File: config.mk
export PLATFORM = sky130hd
export DESIGN_NAME = asram_wr_seq
export DESIGN_NICKNAME = d
export VERILOG_FILES = /design/src/rtl/asram_wr_pkg.sv /design/src/rtl/asram_phase_ctr.sv /design/src/rtl/asram_wr_fsm.sv /design/src/rtl/asram_pin_drv.sv /design/src/rtl/asram_wr_seq.sv
export SDC_FILE = /design/constraint.sdc
export NUM_CORES = 1
export LEC_CHECK = 0
export BUFFER_PORTS_ARGS = -buffer_cell sky130_fd_sc_hd__buf_2
export CAP_MARGIN = 20
export CORE_MARGIN = 4
export CORE_UTILIZATION = 25
export CTS_BUF_LIST = sky130_fd_sc_hd__clkbuf_4 sky130_fd_sc_hd__clkbuf_8
export CTS_CLUSTER_DIAMETER = 50
export DETAILED_ROUTE_END_ITERATION = 8
export SYNTH_ARGS = -nofsm -noshare
export SYNTH_HDL_FRONTEND = slang
export SYNTH_SLANG_ARGS = --single-unit
export TNS_END_PERCENT = 1
File: constraint.sdc
create_clock -name clk -period 2.1 [get_ports clk]
set_input_delay 0.42 -clock clk [delete_from_list [all_inputs] [get_ports clk]]
set_output_delay 0.42 -clock clk [all_outputs]
set_load 0.05 [all_outputs]
File: src/rtl/asram_wr_pkg.sv
package asram_wr_pkg;

  typedef enum logic [1:0] {
    PH_IDLE   = 2'd0,
    PH_SETUP  = 2'd1,
    PH_STROBE = 2'd2,
    PH_HOLD   = 2'd3
  } phase_e;

  function automatic int max3(input int a, input int b, input int c);
    int m;
    m = (a > b) ? a : b;
    return (m > c) ? m : c;
  endfunction

endpackage

File: src/rtl/asram_phase_ctr.sv
module asram_phase_ctr #(
  parameter int CNT_W = 6
) (
  input  logic             clk,
  input  logic             rst_n,
  input  logic             load,
  input  logic [CNT_W-1:0] load_val,
  output logic             zero
);

  logic [CNT_W-1:0] cnt_q;
  logic [CNT_W-1:0] cnt_d;
  logic             cnt_en;

  always_comb begin
    cnt_en = load || (cnt_q != '0);
    if (load) begin
      cnt_d = load_val;
    end else begin
      cnt_d = cnt_q - 1'b1;
    end
  end

  always_ff @(posedge clk or negedge rst_n) begin
    if (!rst_n) begin
      cnt_q <= '0;
    end else if (cnt_en) begin
      cnt_q <= cnt_d;
    end
  end

  assign zero = (cnt_q == '0);

endmodule

File: src/rtl/asram_wr_fsm.sv
module asram_wr_fsm
  import asram_wr_pkg::*;
#(
  parameter int SETUP_W  = 4,
  parameter int STROBE_W = 6,
  parameter int HOLD_W   = 3,
  parameter int CNT_W    = 6
) (
  input  logic                clk,
  input  logic                rst_n,
  input  logic                req_fire,
  input  logic [SETUP_W-1:0]  cfg_setup,
  input  logic [STROBE_W-1:0] cfg_strobe,
  input  logic [HOLD_W-1:0]   cfg_hold,
  input  logic                cnt_zero,
  output phase_e              phase_q,
  output phase_e              phase_d,
  output logic                ctr_load,
  output logic [CNT_W-1:0]    ctr_val
);

  logic [STROBE_W-1:0] strobe_q;
  logic [HOLD_W-1:0]   hold_q;

  // Strobe and hold lengths are frozen at acceptance; setup goes straight to the counter.
  always_ff @(posedge clk or negedge rst_n) begin
    if (!rst_n) begin
      strobe_q <= '0;
      hold_q   <= '0;
    end else if (req_fire) begin
      strobe_q <= cfg_strobe;
      hold_q   <= cfg_hold;
    end
  end

  always_comb begin
    phase_d  = phase_q;
    ctr_load = 1'b0;
    ctr_val  = '0;
    unique case (phase_q)
      PH_IDLE: begin
        if (req_fire) begin
          phase_d  = PH_SETUP;
          ctr_load = 1'b1;
          ctr_val  = CNT_W'(cfg_setup);
        end
      end
      PH_SETUP: begin
        if (cnt_zero) begin
          phase_d  = PH_STROBE;
          ctr_load = 1'b1;
          ctr_val  = CNT_W'(strobe_q);
        end
      end
      PH_STROBE: begin
        if (cnt_zero) begin
          phase_d  = PH_HOLD;
          ctr_load = 1'b1;
          ctr_val  = CNT_W'(hold_q);
        end
      end
      PH_HOLD: begin
        if (cnt_zero) begin
          phase_d = PH_IDLE;
        end
      end
      default: phase_d = PH_IDLE;
    endcase
  end

  always_ff @(posedge clk or negedge rst_n) begin
    if (!rst_n) begin
      phase_q <= PH_IDLE;
    end else begin
      phase_q <= phase_d;
    end
  end

  // phases only ever advance by one step, wrapping from hold back to idle
  a_r1_phase_order: assert property (@(posedge clk) disable iff (!rst_n)
    (phase_q != $past(phase_q)) |-> (2'(phase_q) == 2'(2'($past(phase_q)) + 2'd1)));

endmodule

File: src/rtl/asram_pin_drv.sv
module asram_pin_drv
  import asram_wr_pkg::*;
#(
  parameter int ADDR_W = 16,
  parameter int BANK_W = 2,
  parameter int DATA_W = 16
) (
  input  logic              clk,
  input  logic              rst_n,
  input  logic              capture,
  input  logic [ADDR_W-1:0] in_addr,
  input  logic [BANK_W-1:0] in_bank,
  input  logic [DATA_W-1:0] in_data,
  input  phase_e            phase_d,
  output logic              cs_n,
  output logic              we_n,
  output logic              dq_oe,
  output logic [ADDR_W-1:0] addr,
  output logic [BANK_W-1:0] bank,
  output logic [DATA_W-1:0] dq
);

  logic active_d;
  logic strobe_d;

  always_comb begin
    active_d = (phase_d != PH_IDLE);
    strobe_d = (phase_d == PH_STROBE);
  end

  // Control pins come straight from flops, so they cannot glitch.
  always_ff @(posedge clk or negedge rst_n) begin
    if (!rst_n) begin
      cs_n  <= 1'b1;
      we_n  <= 1'b1;
      dq_oe <= 1'b0;
    end else begin
      cs_n  <= !active_d;
      we_n  <= !strobe_d;
      dq_oe <= active_d;
    end
  end

  always_ff @(posedge clk or negedge rst_n) begin
    if (!rst_n) begin
      addr <= '0;
      bank <= '0;
      dq   <= '0;
    end else if (capture) begin
      addr <= in_addr;
      bank <= in_bank;
      dq   <= in_data;
    end
  end

  // write enable low only while chip select and data drive are on
  a_r4_we_inside_cs: assert property (@(posedge clk) disable iff (!rst_n)
    !we_n |-> (!cs_n && dq_oe));

endmodule

File: src/rtl/asram_wr_seq.sv
module asram_wr_seq
  import asram_wr_pkg::*;
#(
  parameter int ADDR_W   = 16,
  parameter int BANK_W   = 2,
  parameter int DATA_W   = 16,
  parameter int SETUP_W  = 4,
  parameter int STROBE_W = 6,
  parameter int HOLD_W   = 3
) (
  input  logic                clk,
  input  logic                rst_n,
  input  logic                req_valid,
  output logic                req_ready,
  input  logic [ADDR_W-1:0]   req_addr,
  input  logic [BANK_W-1:0]   req_bank,
  input  logic [DATA_W-1:0]   req_data,
  input  logic [SETUP_W-1:0]  cfg_setup,
  input  logic [STROBE_W-1:0] cfg_strobe,
  input  logic [HOLD_W-1:0]   cfg_hold,
  output logic                busy,
  output logic                done,
  output logic                mem_cs_n,
  output logic [ADDR_W-1:0]   mem_addr,
  output logic [BANK_W-1:0]   mem_bank,
  output logic                mem_we_n,
  output logic [DATA_W-1:0]   mem_dq_out,
  output logic                mem_dq_oe
);

  localparam int CNT_W = max3(SETUP_W, STROBE_W, HOLD_W);

  phase_e           phase_q;
  phase_e           phase_d;
  logic             ctr_load;
  logic [CNT_W-1:0] ctr_val;
  logic             cnt_zero;
  logic             req_fire;

  always_comb begin
    req_ready = (phase_q == PH_IDLE);
    req_fire  = req_valid && req_ready;
    busy      = !req_ready;
    done      = (phase_q == PH_HOLD) && cnt_zero;
  end

  asram_wr_fsm #(
    .SETUP_W  (SETUP_W),
    .STROBE_W (STROBE_W),
    .HOLD_W   (HOLD_W),
    .CNT_W    (CNT_W)
  ) u_fsm (
    .clk        (clk),
    .rst_n      (rst_n),
    .req_fire   (req_fire),
    .cfg_setup  (cfg_setup),
    .cfg_strobe (cfg_strobe),
    .cfg_hold   (cfg_hold),
    .cnt_zero   (cnt_zero),
    .phase_q    (phase_q),
    .phase_d    (phase_d),
    .ctr_load   (ctr_load),
    .ctr_val    (ctr_val)
  );

  asram_phase_ctr #(
    .CNT_W (CNT_W)
  ) u_ctr (
    .clk      (clk),
    .rst_n    (rst_n),
    .load     (ctr_load),
    .load_val (ctr_val),
    .zero     (cnt_zero)
  );

  asram_pin_drv #(
    .ADDR_W (ADDR_W),
    .BANK_W (BANK_W),
    .DATA_W (DATA_W)
  ) u_pins (
    .clk     (clk),
    .rst_n   (rst_n),
    .capture (req_fire),
    .in_addr (req_addr),
    .in_bank (req_bank),
    .in_data (req_data),
    .phase_d (phase_d),
    .cs_n    (mem_cs_n),
    .we_n    (mem_we_n),
    .dq_oe   (mem_dq_oe),
    .addr    (mem_addr),
    .bank    (mem_bank),
    .dq      (mem_dq_out)
  );

  // an idle, ready block never has the memory selected
  a_r2_ready_means_deselected: assert property (@(posedge clk) disable iff (!rst_n)
    req_ready |-> mem_cs_n);

  // data drive follows chip select
  a_r3_oe_tracks_cs: assert property (@(posedge clk) disable iff (!rst_n)
    mem_dq_oe == !mem_cs_n);

  // the payload stays frozen inside an access
  a_r5_payload_steady: assert property (@(posedge clk) disable iff (!rst_n)
    (!mem_cs_n && !$past(mem_cs_n)) |->
      ($stable(mem_addr) && $stable(mem_bank) && $stable(mem_dq_out)));

  // done marks the final selected cycle
  a_r6_done_releases: assert property (@(posedge clk) disable iff (!rst_n)
    done |-> (!mem_cs_n ##1 (mem_cs_n && req_ready && !done)));

endmodule

== Yosys cells after proc, flatten, opt, wreduce, memory -nomap -nowiden ==
Cells that the tools add are included.

* Equality and inequality tests: 4
* $add $sub $neg: 1
* Muxes and demuxes: 13
* Reductions and logical operators: 11

{| class="wikitable"
|+ Operator list
! operator !! number
|-
| $pmux 6 s3 || 1
|-
| $mux 6 || 2
|-
| $mux 2 || 4
|-
| $pmux 2 s4 || 1
|-
| $eq 2x2->1 const B || 3
|-
| $logic_not 6->1 || 1
|-
| $reduce_bool 6->1 || 1
|-
| $sub 6x1->6 const B || 1
|-
| $mux 4 || 1
|-
| $logic_not 1->1 || 3
|-
| $mux 3 || 1
|-
| $eq 2x1->1 const B || 1
|-
| $logic_and 1x1->1 || 2
|-
| $logic_not 2->1 || 1
|-
| $mux 1 || 2
|-
| $pmux 1 s2 || 1
|-
| $reduce_bool 2->1 || 1
|-
| $reduce_or 2->1 || 1
|-
| $logic_or 1x1->1 || 1
|}

* Input bits: 50
* Register bits after elaboration: 54
* Output and inout bits: 40

== Logic depth before layout (Yosys ltp) ==
* Depth after elaboration: 6
* Gate-level depth with buffers: 7
* Gate-level depth less buffers: 6

== Hierarchy ==
Synthesis repeated with hierarchy kept, for this count alone.

* Cells, all modules: 182
* Area, all modules: 2635.0 sq um

{| class="wikitable"
|+ Modules (own cells, without submodules)
! module !! times used !! area an instance (sq um) !! sequential area each (sq um) !! cells an instance
|-
| asram_pin_drv || 1 || 1511.4 || 928.4 || 78
|-
| asram_wr_fsm || 1 || 698.2 || 275.3 || 60
|-
| asram_phase_ctr || 1 || 400.4 || 150.1 || 40
|-
| asram_wr_seq || 1 || 25.0 || 0.0 || 4
|}

== Worst setup path after synthesis ==
OpenSTA, ideal clock, no wires.

* Kind: flip-flop to flip-flop
* Start point: register u_fsm.phase_q[0]
* End point: register u_pins.dq_oe
* Setup slack: -0.116 ns
* Library setup time: 0.118 ns
* Arrival time: 2.098 ns
* Path buffers: 0
* Clock period less this slack: 2.216 ns
* Data required time: 1.982 ns
* Cell stages (with the launch flop): 7
* Cell sequence: dfrtp_1 -> inv_1 -> ha_1 -> inv_1 -> a311o_1 -> o31a_1 -> a21o_1

* Cells in the longest elaborated chain, start to end: 5
* Elaborated cells between the ends (all ways): 11

{| class="wikitable"
|+ RTL lines
! item !! RTL line !! text
|-
| start, declared || asram_wr_fsm.sv:16 || <nowiki>output phase_e phase_q,</nowiki>
|-
| start signal, assigned || asram_wr_fsm.sv:75 || <nowiki>phase_q <= phase_d;</nowiki>
|-
| $logic_not 2->1 * || asram_wr_seq.sv:41 || <nowiki>req_ready = (phase_q == PH_IDLE);</nowiki>
|-
| net req_ready || asram_wr_seq.sv:14 || <nowiki>output logic req_ready,</nowiki>
|-
| $logic_and 1x1->1 || asram_wr_seq.sv:42 || <nowiki>req_fire = req_valid && req_ready;</nowiki>
|-
| $mux 2 || asram_wr_fsm.sv:42 || <nowiki>if (req_fire) begin</nowiki>
|-
| $pmux 2 s4 * || asram_wr_fsm.sv:40 || <nowiki>unique case (phase_q)</nowiki>
|-
| net phase_d[0] || asram_wr_seq.sv:34 || <nowiki>phase_e phase_d;</nowiki>
|-
| $reduce_bool 2->1 * || asram_pin_drv.sv:27 || <nowiki>active_d = (phase_d != PH_IDLE);</nowiki>
|-
| net u_pins.active_d || asram_pin_drv.sv:23 || <nowiki>logic active_d;</nowiki>
|-
| end signal, assigned || asram_pin_drv.sv:40 || <nowiki>dq_oe <= active_d;</nowiki>
|-
| end, declared || asram_pin_drv.sv:17 || <nowiki>output logic dq_oe,</nowiki>
|}

Mark *: on every way through the listed nets, which the timed path passes. The rest lies on a longest branch.
A chain may end at the register's enable or synchronous reset.

== Worst setup path after layout ==
* Start point: register u_ctr.cnt_q[0]
* End point: output port done

* Cells in the longest elaborated chain, start to end: 2

{| class="wikitable"
|+ RTL lines
! item !! RTL line !! text
|-
| start, declared || asram_phase_ctr.sv:11 || <nowiki>logic [CNT_W-1:0] cnt_q;</nowiki>
|-
| start signal, assigned || asram_phase_ctr.sv:28 || <nowiki>cnt_q <= cnt_d;</nowiki>
|-
| $logic_not 6->1 || asram_phase_ctr.sv:32 || <nowiki>assign zero = (cnt_q == '0);</nowiki>
|-
| $logic_and 1x1->1 || asram_wr_seq.sv:44 || <nowiki>done = (phase_q == PH_HOLD) && cnt_zero;</nowiki>
|-
| end, declared || asram_wr_seq.sv:22 || <nowiki>output logic done,</nowiki>
|}

No other way between the ends.

==> metrics.json <==
{
  "power_per_cell_area_nw_per_um2": 1830,
  "worst_slew_pin_slew_ns": 0.533,
  "crit_required_ns": 1.68,
  "fmaxAchievable_ghz": 0.494,
  "worstSetupEndpoint": "done",
  "timing_max_transition_violations_final": 0,
  "fp.dieArea_um2": 11100,
  "core-area_um2": 9240,
  "post_synth_edffs": 0,
  "gr-total-overflow": 0,
  "die_w_um": 105,
  "reg2reg_depth": 6,
  "fin_nets": 414,
  "count_of_pins_on_the_block_boundary": 90,
  "post-synth-top-area-cell": "dfrtp_1",
  "grt_setup_unrepaired": "true",
  "synth_async_sr_flop_share_pct": 100,
  "ff2ff_setup_slack_ns": 0.17,
  "areaGrowthSynthToFinish_pct": 32.9,
  "drt-total-wl_um": 6050,
  "clkTransAtPathRegs_ns": 0.09,
  "run_status": "completed",
  "mean_post_synth_cell_area_um2": 9.07,
  "cts_buffers": 5,
  "worst_slew_margin_rel_pct": 64.5,
  "num_vias": 2057,
  "clock-sinks": 54,
  "worstSetupStartpoint": "u_ctr.cnt_q[0]$_DFFE_PN0P_",
  "place_congestion": 0.861,
  "grt_antenna_before_repair": 1,
  "irDropWorstVdd_mv": 0.749,
  "synth.most_common_cell": "nand2_1",
  "clock_tree.root_cell": "clkbuf_8",
  "r2r_end": "u_ctr.cnt_q[0]$_DFFE_PN0P_",
  "worstSetupStartpointType": "register",
  "min_period_ns": 2.02,
  "finalPower_mw": 5.75,
  "cpMaxStageDelayCell": "dfrtp_1",
  "finalSetupViolations": 0,
  "final_min_period_over_clock_period_pct": 96.4,
  "slowest_delay_ns": 0.39,
  "first_pass_grt_wire_length_um": 10100,
  "detailed_place_hpwl_um": 4500,
  "post_route_cells_drive_above_1_share_pct": 33.5,
  "design_area_um2": 3140,
  "timing.setup.critical_path_class": "reg2out",
  "detail-route-antenna-nets": 0,
  "finalHoldViolations": 0,
  "clock_path_buffers": 2,
  "synth_seq_cells": 54,
  "synth_commonest_cells": "nand2_1, dfrtp_1, ha_1",
  "maximum_number_of_pins_on_one_net_before_global_route_repair": 29,
  "floorplan.initialDensity_pct": 25.6,
  "grt_use_total_pct": 11.0,
  "placementRows": 35,
  "detailed_place.area_um2": 3020,
  "port-buffer-count": 89,
  "clock_insertion_delay_worst_skew_ns": 0.30,
  "via_per_inst": 4.22,
  "tritoncts": "done",
  "drt_first_iter_violations": 69,
  "post_synth_instance_area_um2": 2370,
  "htree_levels": 2,
  "insertedDiodeCount": 0,
  "worstSetupEndpointType": "primary output",
  "drt-pass1-iter-count": 4,
  "synth.top_cells.by_area": "dfrtp_1, nand2_1, ha_1, dfstp_2, a21oi_1",
  "synth_sequential_area_ratio_pct": 57.2,
  "drc": 0,
  "first_global_vias": 2107,
  "synthesis.nets": 318,
  "die_height_um": 105,
  "number_of_distinct_library_cells_after_synthesis": 38,
  "synthFlopType": "dfrtp_1",
  "cp_cell_sequence": "inv_1 > ha_2 > nor3b_4 > and3_2 > buf_4",
  "source_of_the_worst_register_to_register_timing_path": "u_fsm.phase_q[0]$_DFF_PN0_",
  "worstHoldPathType": "in2async",
  "post_synthesis_instance_total": 261,
  "reported_leakage_power_nw": 1.71,
  "netlist.area_leader.share_pct": 55.0,
  "timing.critical_path.arrival_ns": 1.60,
  "fin_worst_skew_ns": 0.00511,
  "worstPathMaxFanout": 4,
  "yosys_warnings": 0,
  "routed_wire_length_per_instance_um": 12.4,
  "max-cap-violations": 0
}
==> cells by family (layout without fill, tap and decap cells) <==
family / after synthesis / in the layout / synth area share, %
flops: 54 / 54 / 57.2
fa+ha+maj: 7 / 7 / 3.70
compound gates: 25 / 25 / 7.61
simple gates: 155 / 155 / 27.3
xor+xnor: 2 / 2 / 0.740
mux: 2 / 2 / 0.899
buf+inv: 16 / 113 / 2.54
==> power breakdown <==
| group | leakage, nW | switching [mW] | internal (mW) | total, mW |
|---|---|---|---|---|
| Sequential | 0.664 | 0.292 | 1.55 | 1.84 |
| Clock | 0.0523 | 0.329 | 0.296 | 0.625 |
| Combinational | 0.991 | 2.38 | 0.909 | 3.29 |
| Total | 1.71 | 3.00 | 2.75 | 5.75 |
==> registers in the layout, indices dropped and copies added, names as in the netlist <==
name and cells:
u_pins.dq_oe 1, u_pins.addr 16, u_pins.we_n 1, u_pins.dq 16
u_fsm.phase_q 2, u_ctr.cnt_q 6, u_fsm.hold_q 3, u_fsm.strobe_q 6
u_pins.cs_n 1, u_pins.bank 2
==> timing repair <==
action	in CTS	in global routing
setup endpoints to repair	1	4
resized for setup	1	4
hold buffers	0	0
cloned	0	0
buffers inserted	1	0
==> worst min-delay path by stage <==
stage,end,slack [ns],cells after the start
floorplan,u_ctr.cnt_q[0]$_DFFE_PN0P_,0.12,0
global placement,u_pins.dq[8]$_DFFE_PN0P_,0.43,1
detailed placement,u_pins.dq[8]$_DFFE_PN0P_,0.43,1
CTS,u_pins.dq[8]$_DFFE_PN0P_,0.09,1
global route,u_pins.dq[8]$_DFFE_PN0P_,0.11,1
finish,u_pins.dq[8]$_DFFE_PN0P_,0.09,1
==> placed cells by master, fill, tap and decap left out, types with 2 or more instances in the layout <==
master and count:
dfstp_2 2, o22ai_1 2, nor2_1 4, nand2_1 134
and2_2 2, ha_1 5, buf_2 88, a22oi_1 2
clkbuf_4 2, nand4_1 2, and2_1 2, buf_4 10
a21o_1 2, inv_1 6, o21ai_0 3, a221oi_1 2
nor3_1 3, nand3_1 2, clkbuf_8 6, dfrtp_1 51
ha_2 2, a21oi_1 5
==> per-layer routing <==
| metal | track usage, % | vias to the layer above | share of wire, % |
|---|---|---|---|
| li1 | - | 1025 | - |
| met2 | 17.1 | 54 | 47 |
| met5 | 0 | - | 0.12 |
| met4 | 3.56 | 2 | 0.58 |
| met3 | 3.31 | 6 | 6.0 |
| met1 | 14.7 | 970 | 46 |
==> metrics by stage <==
step                      utilization [%]  TNS [ns]  worst slack, ns  instances  hold WS [ns]
after floorplan                         -         0            0.161        261         0.124
after global placement               32.7         0            0.192        478         0.429
after detailed placement             32.7         0            0.126        478         0.433
after CTS                            33.8         0           0.0495        487        0.0919
after global routing                 34.0  -0.00332         -0.00332        487         0.114
final                                34.0         0           0.0754        487        0.0896
==> area by class of cell <==
class	instances	area, um^2
fill	979	6100
sequential	54	1360
multi-input combinational	191	972
timing repair buffer	99	536
tap	129	161
clock buffer	8	97.6
inverter	6	22.5
==> worst max-delay path, delay by kind of cell (launching register included) <==
| family | cells | cell delay (ns) |
|---|---|---|
| flops | 1 | 0.39 |
| fa+ha+maj | 1 | 0.21 |
| buf+inv | 2 | 0.30 |
| simple gates | 2 | 0.40 |
(Power assumes the default switching activity.)
